File: config.mk
export PLATFORM = sky130hd
export DESIGN_NAME = sec_alarm_rtc
export DESIGN_NICKNAME = d
export VERILOG_FILES = /design/src/rtl/sec_alarm_rtc.sv
export SDC_FILE = /design/constraint.sdc
export NUM_CORES = 1
export LEC_CHECK = 0
export ABC_AREA = 1
export CAP_MARGIN = 10
export CORE_ASPECT_RATIO = 1.4
export CORE_MARGIN = 2
export CORE_UTILIZATION = 55
export DETAILED_ROUTE_END_ITERATION = 10
export DONT_BUFFER_PORTS = 1
export PLACE_DENSITY = 0.76
export SLEW_MARGIN = 15
export SYNTH_ARGS = -nofsm -noshare
export SYNTH_HDL_FRONTEND = slang
export SYNTH_SLANG_ARGS = --single-unit
File: constraint.sdc
create_clock -name clk_i -period 2 [get_ports clk_i]
set_input_delay 0 -clock clk_i [delete_from_list [all_inputs] [get_ports clk_i]]
set_output_delay 0 -clock clk_i [all_outputs]
set_load 0.01 [all_outputs]
File: src/rtl/sec_alarm_rtc.sv
module sec_alarm_rtc #(
  parameter int SEC_W  = 32,
  parameter int FRAC_W = 15,
  parameter int AW     = 5,
  parameter int DW     = 32
) (
  input  logic          clk_i,
  input  logic          rst_ni,
  input  logic          tick_i,
  input  logic          viol_i,
  input  logic          wr_en_i,
  input  logic [AW-1:0] addr_i,
  input  logic [DW-1:0] wdata_i,
  output logic [DW-1:0] rdata_o,
  output logic          irq_o
);
  localparam int CNT_W = SEC_W + FRAC_W;
  localparam logic [AW-1:0] A_TSEC  = AW'(5'h00);
  localparam logic [AW-1:0] A_TFRAC = AW'(5'h04);
  localparam logic [AW-1:0] A_ASEC  = AW'(5'h08);
  localparam logic [AW-1:0] A_AFRAC = AW'(5'h0C);
  localparam logic [AW-1:0] A_CTRL  = AW'(5'h10);
  localparam logic [AW-1:0] A_STAT  = AW'(5'h14);
  localparam logic [AW-1:0] A_IEN   = AW'(5'h18);
  localparam int B_RUN  = 3;
  localparam int B_ALM  = 4;
  localparam int B_NV   = 1;
  localparam int B_SV   = 0;

  logic [CNT_W-1:0]  cnt_q;
  logic [SEC_W-1:0]  alm_sec_q;
  logic [FRAC_W-1:0] alm_frac_q;
  logic run_q, armed_q, nv_q, sv_q, alm_flag_q, match_q, ien_q;

  wire [SEC_W-1:0]  sec_w  = cnt_q[CNT_W-1:FRAC_W];
  wire [FRAC_W-1:0] frac_w = cnt_q[FRAC_W-1:0];

  wire wr_tsec  = wr_en_i && addr_i == A_TSEC;
  wire wr_tfrac = wr_en_i && addr_i == A_TFRAC;
  wire wr_time  = wr_tsec || wr_tfrac;
  wire wr_stat  = wr_en_i && addr_i == A_STAT;
  wire advance  = tick_i && run_q && armed_q && !nv_q;
  wire match_w  = (sec_w == alm_sec_q);
  wire alm_set  = match_w && !match_q;
  wire revalid  = wr_stat && wdata_i[B_NV] && wdata_i[B_SV];

  always_ff @(posedge clk_i or negedge rst_ni) begin
    if (!rst_ni) begin
      cnt_q   <= '0;
      armed_q <= 1'b0;
    end else if (wr_tsec) begin
      cnt_q[CNT_W-1:FRAC_W] <= wdata_i[SEC_W-1:0];
      armed_q <= 1'b1;
    end else if (wr_tfrac) begin
      cnt_q[FRAC_W-1:0] <= wdata_i[FRAC_W-1:0];
      armed_q <= 1'b1;
    end else if (advance) begin
      cnt_q <= cnt_q + CNT_W'(1);
    end
  end

  always_ff @(posedge clk_i or negedge rst_ni) begin
    if (!rst_ni) begin
      alm_sec_q  <= '1;
      alm_frac_q <= '1;
      run_q      <= 1'b0;
      ien_q      <= 1'b0;
    end else if (wr_en_i) begin
      if (addr_i == A_ASEC)  alm_sec_q  <= wdata_i[SEC_W-1:0];
      if (addr_i == A_AFRAC) alm_frac_q <= wdata_i[FRAC_W-1:0];
      if (addr_i == A_CTRL)  run_q      <= wdata_i[B_RUN];
      if (addr_i == A_IEN)   ien_q      <= wdata_i[B_ALM];
    end
  end

  always_ff @(posedge clk_i or negedge rst_ni) begin
    if (!rst_ni) begin
      match_q    <= 1'b0;
      alm_flag_q <= 1'b0;
      nv_q       <= 1'b1;
      sv_q       <= 1'b0;
    end else begin
      match_q <= match_w;
      if (alm_set)                        alm_flag_q <= 1'b1;
      else if (wr_stat && wdata_i[B_ALM]) alm_flag_q <= 1'b0;
      if (viol_i) begin
        nv_q <= 1'b1;
        sv_q <= 1'b1;
      end else if (revalid) begin
        nv_q <= 1'b0;
        sv_q <= 1'b0;
      end
    end
  end

  always_comb begin
    rdata_o = '0;
    case (addr_i)
      A_TSEC:  rdata_o[SEC_W-1:0]  = sec_w;
      A_TFRAC: rdata_o[FRAC_W-1:0] = frac_w;
      A_ASEC:  rdata_o[SEC_W-1:0]  = alm_sec_q;
      A_AFRAC: rdata_o[FRAC_W-1:0] = alm_frac_q;
      A_CTRL:  rdata_o[B_RUN]      = run_q;
      A_STAT: begin
        rdata_o[B_ALM] = alm_flag_q;
        rdata_o[B_NV]  = nv_q;
        rdata_o[B_SV]  = sv_q;
      end
      A_IEN:   rdata_o[B_ALM]      = ien_q;
      default: rdata_o = '0;
    endcase
  end

  assign irq_o = alm_flag_q & ien_q;


  hold_when_idle_chk: assert property (@(posedge clk_i) disable iff (!rst_ni)
    (!wr_time && !(tick_i && run_q)) |=> $stable(cnt_q));

  step_by_one_chk: assert property (@(posedge clk_i) disable iff (!rst_ni)
    !wr_time |=> (cnt_q == $past(cnt_q) || cnt_q == $past(cnt_q) + CNT_W'(1)));

  unarmed_frozen_chk: assert property (@(posedge clk_i) disable iff (!rst_ni)
    (!armed_q && !wr_time) |=> $stable(cnt_q));

  alarm_cause_chk: assert property (@(posedge clk_i) disable iff (!rst_ni)
    $rose(alm_flag_q) |-> $past(sec_w == alm_sec_q));

  valid_cause_chk: assert property (@(posedge clk_i) disable iff (!rst_ni)
    $fell(nv_q) |-> $past(wr_stat && wdata_i[B_NV] && wdata_i[B_SV]));

  viol_sets_chk: assert property (@(posedge clk_i) disable iff (!rst_ni)
    viol_i |=> (nv_q && sv_q));
endmodule

[Yosys cells after proc, flatten, opt, wreduce, memory -nomap -nowiden]
Cells that the tools add are included.
Storage, ports and cells
  flip-flop bits (word level): 101
  bits of input ports: 42
  output and inout bits: 33
  logic and storage cells: 62
Operators by class
  add/subtract/negate cells: 1
  equality and inequality tests: 8
  mux-type cells: 16
  bitwise operators: 2
  reductions and logical operators: 24
Operator list (number)
  $mux W32: 2
  $add A47 B1 Y47 const B: 1
  $mux W47: 1
  $pmux W10 S4: 1
  $pmux W17 S2: 1
  $eq A32 B32 Y1: 1
  $eq A5 B5 Y1 const B: 3
  $mux W15: 1
  $reduce_and A2 Y1: 6
  $eq A5 B4 Y1 const B: 2
  $logic_and A1 B1 Y1: 10
  $pmux W2 S5: 1
  $reduce_bool A2 Y1: 5
  $mux W1: 6
  $pmux W1 S6: 1
  $eq A5 B3 Y1 const B: 1
  $logic_not A5 Y1: 1
  $pmux W1 S5: 1
  $pmux W1 S4: 1
  $logic_not A1 Y1: 2
  $ne A2 B2 Y1 const B: 1
  $and A1 B1 Y1: 1
  $not A1 Y1: 1

[Longest topological paths before layout]
Gate-level depths: netlist of the first run.
  depth in word-level cells: 6
  depth in mapped cells: 11
  gate-level depth less buffers: 11

[Worst setup path after synthesis of the first run]
Ideal clock, no wire load.
  path kind: register -> register
  start point: reg cnt_q[1]
  end point: reg cnt_q[34]
  arrival: 1.460 ns
  required time: 1.883 ns
  setup slack: 0.423 ns
  cell stages (with the launch flop): 11
  path buffers: 0
  clock period less this slack: 1.577 ns
  cell sequence: dfrtp_1 -> ha_1 -> inv_1 -> nor2_1 -> nand2_2 -> inv_1 -> nand2_1 -> nor2_1 -> nand3_1 -> nand3_1 -> nand2_1
On the way
  cells in the longest elaborated chain, start to end: 4
RTL lines
  start, declared: line 30  | logic [CNT_W-1:0] cnt_q;
  start signal, assigned by index: line 52  | cnt_q[CNT_W-1:FRAC_W] <= wdata_i[SEC_W-1:0];
  start signal, assigned by index: line 55  | cnt_q[FRAC_W-1:0] <= wdata_i[FRAC_W-1:0];
  start signal, assigned: line 58  | cnt_q <= cnt_q + CNT_W'(1);
  $add A47 B1 Y47: line 58
  $mux W47: line 57  | end else if (advance) begin
  $mux W32: line 54  | end else if (wr_tfrac) begin
  $mux W32: line 51  | end else if (wr_tsec) begin
Every way passes these cells. The select of a mux whose other input is x is not followed.
A chain may end at the register's enable or synchronous reset.

[Worst setup path after layout of the first run]
  start point: in addr_i[0]
  end point: out rdata_o[10]
On the way
  cells in the longest elaborated chain, start to end: 2
RTL lines
  start, declared: line 12  | input logic [AW-1:0] addr_i,
  $eq A5 B4 Y1, or another cell as far along: line 98  | case (addr_i)
  $pmux W10 S4 (*): line 98
  end, declared: line 14  | output logic [DW-1:0] rdata_o,
Mark *: on every way between the ends. The rest lies on a longest branch, timed or not.

==> reports/metrics.yaml, run 1 <==
outcome:
  status: "finished, violations left"
  violations: "hold timing"
final_layout:
  diodes: 0
  nNetsFinal: 1175
  finish.utilization: 0.642
  design_area_um2: 7940
  area_growth_pct: 13.3
  final_layout_size_suffix_gt1_frac: 0.105
die:
  core_area_um2: 12400
  start_util: 0.567
  die_y_um: 138
  pin_count: 75
  placementRows: 48
  die_w_um: 99.4
  dieArea_um2: 13700
worst_setup_path:
  arrival_ns: 1.89
  path_buf_inv: 1
  cpLargestDelayFamily: "simple AND/OR/NAND/NOR gates"
  cp_max_fo: 16
  startpoint: "addr_i[0]"
  reg2reg_depth: 9
  worst_setup_path_start_kind: "primary input"
  rrSetupSlack_ns: 0.14
  cp-end-kind: "primary output"
  r2r-end: "cnt_q[20]$_DFFE_PN0P_"
  crit_chain: "dlygate4sd3_1 -> nor2_4 -> nand2_1 -> nor2_4 -> nand2_1 -> o21ai_0 -> a21oi_1 -> o21ai_0"
  critical_path.max_stage_delay_ns: 0.58
  critPathSlowestCell: "dlygate4sd3_1"
  path_class: "primary input to primary output"
  rr_startpoint: "cnt_q[1]$_DFFE_PN0P_"
  worstPathRequired_ns: 2.00
routing:
  dr_total_vias: 7394
  drt-wirelength-per-cell_um: 18.9
  viasPerCell: 5.75
  routed_wl_um: 24300
  drt_iter0_drc: 515
  drt-pass1-iter-count: 5
  drc_errors: 0
  ant_nets: 0
sta:
  hold_ws_ns: -0.670
  setup_viol: 0
  tightest_slew_ns: 0.556
  fin_worst_skew_ns: 0.0136
  tns_ns: 0
  final_max_slew_viol_count: 0
  slew_headroom: 0.625
  fmax_mhz: 528
  period_minus_slack_ns: 1.89
  hold_viol: 101
  grt_setup_unrepaired: "no"
  min_period_over_period: 0.947
grt:
  grt_max_degree: 102
  grt_pass1_wl_um: 37600
  grtUsageTotal: 0.362
  grt_pass1_vias: 7036
  antenna_found_initial: 0
  grt-ovfl-total: 0
placement:
  dp_hpwl_um: 18100
  gp_congestion: 1.05
  portBuffers: 0
  placed_area_um2: 7260
yosys:
  synthArstFlopShare: 1.00
  synth_top_cell_by_area: "nand2_1"
  synth-compound-area-share: 0.112
  ys_seq_elements: 101
  synth_xor_area_frac: 0.0275
  synth-edff-count: 0
  syn_area_um2: 7010
  yosysWarnings: 0
  yosys-top-cells-area: "nand2_1, dfrtp_1, dfstp_2, inv_1, nand3_1"
  synthDistinctLibCells: 36
  syn-num-nets: 1128
  synthAdderAreaFrac: 0.00178
  synth_area_per_cell_um2: 6.46
  yosys.area_share.simple: 0.385
  yosysSeqAreaShare: 0.369
  yosysTopAreaCellShare: 0.216
  syn_inst: 1085
  synthFlopType: "dfrtp_1"
  synth_mux_area_frac: 0.00321
  synth.most_common_cell: "nand2_1"
  synth_top_family_by_area: "simple AND/OR/NAND/NOR gates"
  synth.top_cells.by_count: "nand2_1, inv_1, nor2_1, nand3_1, o21ai_0"
clocking:
  htree_levels: 3
  cts_buffers: 9
  cts_root_buf: "clkbuf_16"
  cts_setup_buffers: 0
  postCtsHoldBufs: 41
  cts_tree: "done"
  path_clk_slew_ns: 0.08
  insertion_delay_ns: 0.35
  clockBufferDepth: 2
  cts_sinks: 101
power_and_ir_drop:
  vdd_ir_drop_max_uv: 397
  p_leak_nw: 3.61
  power_density_nw_per_um2: 782
job:
  cap_violations: 0
min_path:
  hp-class: "primary input to asynchronous set/reset pin"
## logic make-up (layout without fill, tap and decap cells)
logic type | Yosys count | count (layout)
muxes | 2 | 2
DFF | 101 | 101
buffers and inverters | 173 | 225
xor gates and xnor gates | 22 | 22
and+or+nand+nor | 640 | 640
AOI/OAI and AO/OA | 146 | 146
adders and majority gates | 1 | 1
## cells in the final DEF (no fill, tap or decap), drive strengths merged
| cell type | synthesis | routed |
|---|---|---|
| buf | 23 | 31 |
| clkinvlp | 0 | 1 |
| mux2 | 2 | 2 |
| ha | 1 | 1 |
| xnor2 | 14 | 14 |
| nand3b | 1 | 1 |
| clkbuf | 13 | 12 |
| dlygate4sd3 | 0 | 41 |
| inv | 137 | 139 |
| and2 | 3 | 3 |
| nor2 | 114 | 114 |
| dfstp | 48 | 48 |
| nand3 | 91 | 91 |
| nand2 | 409 | 409 |
| o2111ai | 5 | 5 |
| a31oi | 1 | 1 |
| a21oi | 17 | 17 |
| xor2 | 8 | 8 |
| clkinv | 0 | 1 |
| o211ai | 2 | 2 |
| o21ai | 109 | 109 |
| nor3 | 3 | 3 |
| nand4 | 19 | 19 |
| o22ai | 12 | 12 |
| dfrtp | 53 | 53 |
## flip-flops by register name, summed over array words and instances (netlist names)
register and flops:
cnt_q 47, alm_sec_q 32, alm_frac_q 15, alm_flag_q 1
armed_q 1, ien_q 1, match_q 1, nv_q 1
run_q 1, sv_q 1
## layout make-up
class,count,area [um^2]
clock inverter,4,33.8
inverter,137,514
multi-input combinational,811,3710
clock buffer,12,236
tap,150,188
sequential,101,2590
fill,1191,4430
timing repair buffer,72,668
## worst max path at each step
stage	to	depth (start not counted)
after floorplan	cnt_q[34]$_DFFE_PN0P_	10
after global placement	cnt_q[46]$_DFFE_PN0P_	9
after CTS	rdata_o[10]	8
after detailed placement	cnt_q[20]$_DFFE_PN0P_	9
final	rdata_o[10]	8
after global routing	cnt_q[18]$_DFFE_PN0P_	10
## per-layer routing
metal  global-route usage  up-vias  routed length [um]  part of all wire
li1                     -     3524                   -                 -
met1                0.431     3478                9180              0.38
met2                0.621      319               12300              0.51
met3               0.0472       73                1430             0.059
met4                0.218        0                1410             0.058
met5                    0        -                   0                 0
## power by group
group / switching (W) / leakage [nW] / internal, W
clock network: 0.000815 / 0.128 / 0.000859
registers: 0.000501 / 1.16 / 0.00255
logic: 0.000914 / 2.33 / 0.000574
total: 0.00223 / 3.61 / 0.00398
## repair_timing
action / CTS / global route
endpoints found under the hold margin: 196 / 101
setup endpoints to repair: 0 / 1
resized for setup: 0 / 1
## through the flow
| step | total power (W) | worst slack (ns) | hold slack, ns | std cells |
|---|---|---|---|---|
| after global routing | 0.00654 | 0.000591 | -0.679 | 1287 |
| after CTS | 0.00619 | 0.161 | -0.672 | 1287 |
| after floorplan | 0.00395 | 0.423 | -0.296 | 1085 |
| after global placement | 0.00441 | 0.221 | -0.292 | 1230 |
| after detailed placement | 0.00444 | 0.174 | -0.293 | 1230 |
| final | 0.00621 | 0.106 | -0.670 | 1287 |
No activity file was read; power rests on OpenSTA's default activity.
==> inputs of run 2 (changes only) <==
- CORE_UTILIZATION: 55 -> 60
- CTS_BUF_LIST: default -> sky130_fd_sc_hd__clkbuf_2
- PLACE_DENSITY: 0.76 -> 0.82
==> reports/metrics.yaml, run 2 (same netlist as run 1, synthesis figures left out) <==
routing:
  ant_nets: 0  # unchanged
  drt-pass1-iter-count: 6  # +1
  routed_wl_um: 25400  # +4.5%
  drt-wirelength-per-cell_um: 19.5  # +3.0%
  drc_errors: 0  # unchanged
  viasPerCell: 5.93  # +3.1%
  drt_iter0_drc: 777  # +51%
  dr_total_vias: 7733  # +4.6%
job:
  cap_violations: 0  # unchanged
grt:
  gr-usage-met2: 0.696  # +0.0751
  grt_pass1_vias: 7384  # +4.9%
  antenna_found_initial: 1  # +1
  grtUsageTotal: 0.409  # +0.0467
  grt_max_degree: 62  # -39%
  grt_use_met3: 0.0680  # +0.0209
  grt_pass1_wl_um: 38700  # +2.9%
  grt-ovfl-total: 0  # unchanged
  busiest_layer: "met2"
  grtUsageMet1: 0.470  # +0.0388
min_path:
  hp-class: "primary input to flip-flop"
  hold_path_startpoint: "wdata_i[31]"
final_layout:
  final_common_cell: "nand2_1"
  final_layout_size_suffix_gt1_frac: 0.117  # +0.0126
  largestRegisters: "cnt_q: 47 flops, alm_sec_q: 32 flops, alm_frac_q: 15 flops"
  largest_reg_flops: 47  # unchanged
  area_growth_pct: 14.8
  largest-register: "cnt_q"
  layout_common_cells: "nand2_1, inv_1, nor2_1"
  nNetsFinal: 1198  # +2.0%
die:
  pin_count: 75  # unchanged
  dieArea_um2: 12600  # -8.1%
  die_y_um: 132  # -4.1%
  placementRows: 46  # -4.2%
  core_area_um2: 11300  # -8.4%
  die_w_um: 95.4  # -4.1%
  start_util: 0.618  # +0.0516
worst_setup_path:
  cp_max_fo: 14  # -2
  cpLargestDelayFamily: "buffers and inverters"
  arrival_ns: 2.54  # +0.65 ns
  cp_common_cell: "inv_2"
  cp-end-kind: "flip-flop"
  startpoint: "addr_i[4]"
  path_class: "primary input to flip-flop"
  critPathSlowestCell: "dlygate4sd3_1"
  rr_startpoint: "cnt_q[15]$_DFFE_PN0P_"
  worstPathRequired_ns: 2.61  # +0.61 ns
  path_buf_inv: 5  # +4
  worst_setup_path_start_kind: "primary input"
  critical_path.max_stage_delay_ns: 0.67  # +0.09 ns
  crit_chain: "dlygate4sd3_1 -> inv_2 -> nand3_4 -> dlygate4sd3_1 -> nor2_8 -> inv_2 -> nand2_4 -> inv_2 -> nand2_1 -> nand3_1"
sta:
  fin_worst_skew_ns: 0.0712  # +0.0575 ns
  tns_ns: 0  # unchanged
  period_minus_slack_ns: 1.93  # +0.0329 ns
  slew_headroom: 0.628  # +0.00251
  min_period_over_period: 0.964  # +0.0165
  tightest_slew_ns: 0.558  # +0.00203 ns
  hold_viol: 1  # -99%
  fmax_mhz: 519  # -1.7%
  setup_viol: 0  # unchanged
  grt_setup_unrepaired: "no"
  hold_ws_ns: -0.0284  # +0.642 ns
  final_max_slew_viol_count: 0  # unchanged
outcome:
  violations: "hold timing"
  status: "finished, violations left"
power_and_ir_drop:
  power_density_nw_per_um2: 711  # -9.0%
  vdd_ir_drop_max_uv: 500  # +26%
  p_leak_nw: 3.68  # +1.8%
  finalPower_w: 0.00573  # -7.8%
clocking:
  htree_levels: 3  # unchanged
  insertion_delay_ns: 0.68  # +0.33 ns
  path_clk_slew_ns: 0.35  # +0.27 ns
  cts_root_buf: "clkbuf_2"
  clockBufferDepth: 2  # unchanged
  cts_buffers: 9  # unchanged
  cts_sinks: 101  # unchanged
  cts_tree: "done"
placement:
  gp_congestion: 1.00  # -5.2%
  portBuffers: 0  # unchanged
  dp_hpwl_um: 18200  # +0.35%
[run 2: cell count changes in the layout (fill, tap and decap cells not counted), sizes merged]
cell	before	now
buf	31	42
bufinv	0	1
clkbuf	12	9
clkinv	1	4
diode	0	1
dlygate4sd3	41	53
inv	139	138
[run 2: stage by stage]
stage / worst slack, ns / cells / cell area, um^2 / hold slack (ns) / utilization
after floorplan: 0.423 / 1085 / 7010 / -0.296 / -
after global placement: 0.148 / 1226 / 7270 / -0.293 / 0.641
after detailed placement: 0.119 / 1226 / 7270 / -0.293 / 0.641
after CTS: 0.0643 / 1297 / 7970 / 0.00197 / 0.703
after global routing: 0.0166 / 1305 / 8050 / 0.00492 / 0.710
final: 0.0730 / 1305 / 8050 / -0.0284 / 0.710
[run 2: timing repair]
item	CTS	global route
resized for setup	0	4
buffers inserted	0	7
hold buffers	55	0
endpoints found under the hold margin	201	0
endpoints found under the setup margin	0	21
[run 2: per-layer routing]
layer,wire (um),up-vias
met1,9110,3551
met3,2080,128
met4,1680,0
met5,0,-
met2,12500,472
li1,-,3582
[run 2: final cells by class]
class | instances | area, um^2
Multi-Input combinational cell | 811 | 3720
Clock inverter | 7 | 73.8
Fill cell | 985 | 3290
Sequential cell | 101 | 2590
Antenna cell | 1 | 2.50
Timing Repair Buffer | 95 | 923
Tap cell | 144 | 180
Clock buffer | 9 | 45.0
Inverter | 137 | 514
[run 2: worst register-to-register path, delay by kind of cell, from the launching register on]
family,cells,cell delay [ns]
AND/OR/NAND/NOR,6,1.08
XOR/XNOR,1,0.16
flip-flops,1,0.56
[run 2: final timing paths]
path	end	slack, ns	cells past startpoint
min reg2reg	alm_frac_q[6]$_DFFE_PN1P_	0.49	2
max reg2reg	cnt_q[23]$_DFFE_PN0P_	0.11	7
max in group asynchronous	cnt_q[14]$_DFFE_PN0P_	1.01	4
min in group asynchronous	cnt_q[10]$_DFFE_PN0P_	0.51	3
max	cnt_q[33]$_DFFE_PN0P_	0.07	10
min	alm_sec_q[31]$_DFFE_PN1P_	-0.03	3
[run 2: report_power, final]
group	internal, W	switching, W
sequential	0.00255	0.000489
clock	0.000294	0.000773
combinational	0.000611	0.00101
==> inputs of run 3 (changes only) <==
- CELL_PAD_IN_SITES_DETAIL_PLACEMENT: default -> 1
- CELL_PAD_IN_SITES_GLOBAL_PLACEMENT: default -> 2
- CORE_UTILIZATION: 60 -> 36
- PLACE_DENSITY: 0.82 -> 0.88
==> reports/metrics.yaml, run 3 (same netlist as run 1, synthesis figures left out) <==
worst_setup_path:
  worstPathRequired_ns: 2.00  # -0.61 ns
  cpLargestDelayFamily: "compound AO/OA/AOI/OAI gates"
  worst_setup_path_start_kind: "flip-flop"
  cp_common_cell: "o21ai_0"
  critPathSlowestCell: "dfstp_2"
  cp-end-kind: "primary output"
  path_class: "flip-flop to primary output"
  path_buf_inv: 1  # -4
  arrival_ns: 1.95  # -0.59 ns
  cp_max_fo: 3  # -11
  critical_path.max_stage_delay_ns: 0.61  # -0.06 ns
  crit_chain: "inv_1 -> o21ai_0 -> a21oi_1 -> o21ai_0"
clocking:
  cts_sinks: 101  # unchanged
  insertion_delay_ns: 0.69  # about the same
  clockBufferDepth: 2  # unchanged
  cts_buffers: 9  # unchanged
  cts_tree: "done"
  htree_levels: 3  # unchanged
  path_clk_slew_ns: 0.31  # -0.04 ns
  cts_root_buf: "clkbuf_2"
sta:
  fin_worst_skew_ns: 0.0425  # -0.0286 ns
  hold_viol: 0  # -1
  min_period_over_period: 0.974  # +0.0105
  setup_viol: 0  # unchanged
  final_max_slew_viol_count: 0  # unchanged
  grt_setup_unrepaired: "no"
  setup_ws_ns: 0.0521  # -0.0209 ns
  fmax_mhz: 513  # -1.1%
  tightest_slew_ns: 0.603  # +0.0448 ns
  period_minus_slack_ns: 1.95  # +0.0209 ns
  tns_ns: 0  # unchanged
  slew_headroom: 0.597  # -0.0312
placement:
  dp.cells: 1338  # +9.1%
  placed_area_um2: 7460  # +2.6%
  dp_worst_setup_slack_ns: 0.0996  # -0.0197 ns
  portBuffers: 0  # unchanged
  dp_hpwl_um: 21500  # +18%
  gp_congestion: 0.946  # -5.4%
final_layout:
  largestRegisters: "cnt_q: 47 flops, alm_sec_q: 32 flops, alm_frac_q: 15 flops"
  area_growth_pct: 17.9
  design_area_um2: 8270  # +2.7%
  nNetsFinal: 1211  # +1.1%
  final_layout_size_suffix_gt1_frac: 0.116  # -0.00130
  fillers: 2561  # +160%
  largest-register: "cnt_q"
  fin_cells: 1422  # +9.0%
  final_common_cell: "nand2_1"
  largest_reg_flops: 47  # unchanged
  layout_common_cells: "nand2_1, inv_1, nor2_1"
  finish.utilization: 0.432  # -0.278
routing:
  dr_total_vias: 7482  # -3.2%
  drc_errors: 0  # unchanged
  drt_iter0_drc: 398  # -49%
  drt-pass1-iter-count: 5  # -1
  viasPerCell: 5.26  # -11%
  routed_wl_um: 28500  # +12%
  drt-wirelength-per-cell_um: 20.0  # +2.8%
  ant_nets: 0  # unchanged
grt:
  grt_pass1_wl_um: 43800  # +13%
  grt_max_degree: 102  # +65%
  grtUsageTotal: 0.285  # -0.124
  grt_pass1_vias: 7864  # +6.5%
  grt-ovfl-total: 0  # unchanged
  antenna_found_initial: 1  # unchanged
die:
  dieArea_um2: 20600  # +64%
  start_util: 0.366  # -0.252
  die_y_um: 169  # +28%
  placementRows: 60  # +30%
  core_area_um2: 19100  # +69%
  die_w_um: 122  # +28%
  pin_count: 75  # unchanged
power_and_ir_drop:
  power_density_nw_per_um2: 690  # -3.0%
  vdd_ir_drop_max_uv: 340  # -32%
  p_leak_nw: 3.73  # +1.3%
outcome:
  status: "finished clean"
job:
  cap_violations: 0  # unchanged
min_path:
  hp-class: "primary input to flip-flop"
## run 3: changes by cell type in the layout (fill, tap and decap cells not counted), moves of 2 or more
| cell | delta |
|---|---|
| buf_4 | +3 |
| clkinv_2 | -2 |
| dlygate4sd3_1 | +12 |
| nor2_2 | -2 |
| nor2_4 | +2 |
## run 3: routing by layer
| layer | wire [um] | GRT usage | part of all wire | vias up |
|---|---|---|---|---|
| met3 | 1110 | 0.0435 | 0.039 | 63 |
| met5 | 0 | 0 | 0 | - |
| met1 | 11200 | 0.323 | 0.40 | 3647 |
| met4 | 1150 | 0.131 | 0.040 | 0 |
| li1 | - | - | - | 3603 |
| met2 | 15000 | 0.518 | 0.53 | 169 |
## run 3: per-stage QoR
step | total power [W] | hold WS, ns
floorplan | 0.00395 | -0.296
CTS | 0.00572 | 0.000942
detailed placement | 0.00454 | -0.289
finish | 0.00571 | 0.00433
global route | 0.00608 | 0.00199
global placement | 0.00449 | -0.289
## run 3: repair_timing
action | CTS | global route
endpoints found under the setup margin | 0 | 15
buffers inserted | 0 | 1
hold buffers | 66 | 0
gates resized for setup | 0 | 6
endpoints found under the hold margin | 201 | 0
## run 3: worst reg2reg max path: cells and delay by family (launching register included)
kind,cells,cell delay (ns)
AND/OR/NAND/NOR,7,1.10
flip-flops,1,0.56
buffers and inverters,1,0.18
## run 3: worst paths after layout
kind	cells after the start	slack (ns)	from	to
setup / recovery	4	0.05	alm_sec_q[10]$_DFFE_PN1P_	rdata_o[10]
hold / removal	3	0.004	wdata_i[4]	cnt_q[19]$_DFFE_PN0P_
setup reg to reg	8	0.12	cnt_q[2]$_DFFE_PN0P_	cnt_q[33]$_DFFE_PN0P_
hold reg to reg	2	0.49	alm_frac_q[6]$_DFFE_PN1P_	alm_frac_q[6]$_DFFE_PN1P_
max in group asynchronous	3	1.01	rst_ni	alm_frac_q[9]$_DFFE_PN1P_
min in group asynchronous	3	0.48	rst_ni	cnt_q[31]$_DFFE_PN0P_
## run 3: cell type report
| type | instances | area [um^2] | share of cell area |
|---|---|---|---|
| inverters | 137 | 514 | 0.0622 |
| flip-flops and latches | 101 | 2590 | 0.313 |
| clock inverters | 7 | 56.3 | 0.00681 |
| well taps | 248 | 310 | 0.0375 |
| multi-input cells | 811 | 3730 | 0.451 |
| repair buffers | 108 | 1020 | 0.123 |
| clock buffers | 9 | 45.0 | 0.00545 |
| diodes | 1 | 2.50 | 0.000303 |
## run 3: where the power goes
group / internal [W] / switching [W]
Clock: 0.000181 / 0.000827
Combinational: 0.000630 / 0.00104
Sequential: 0.00254 / 0.000487
Total: 0.00336 / 0.00235
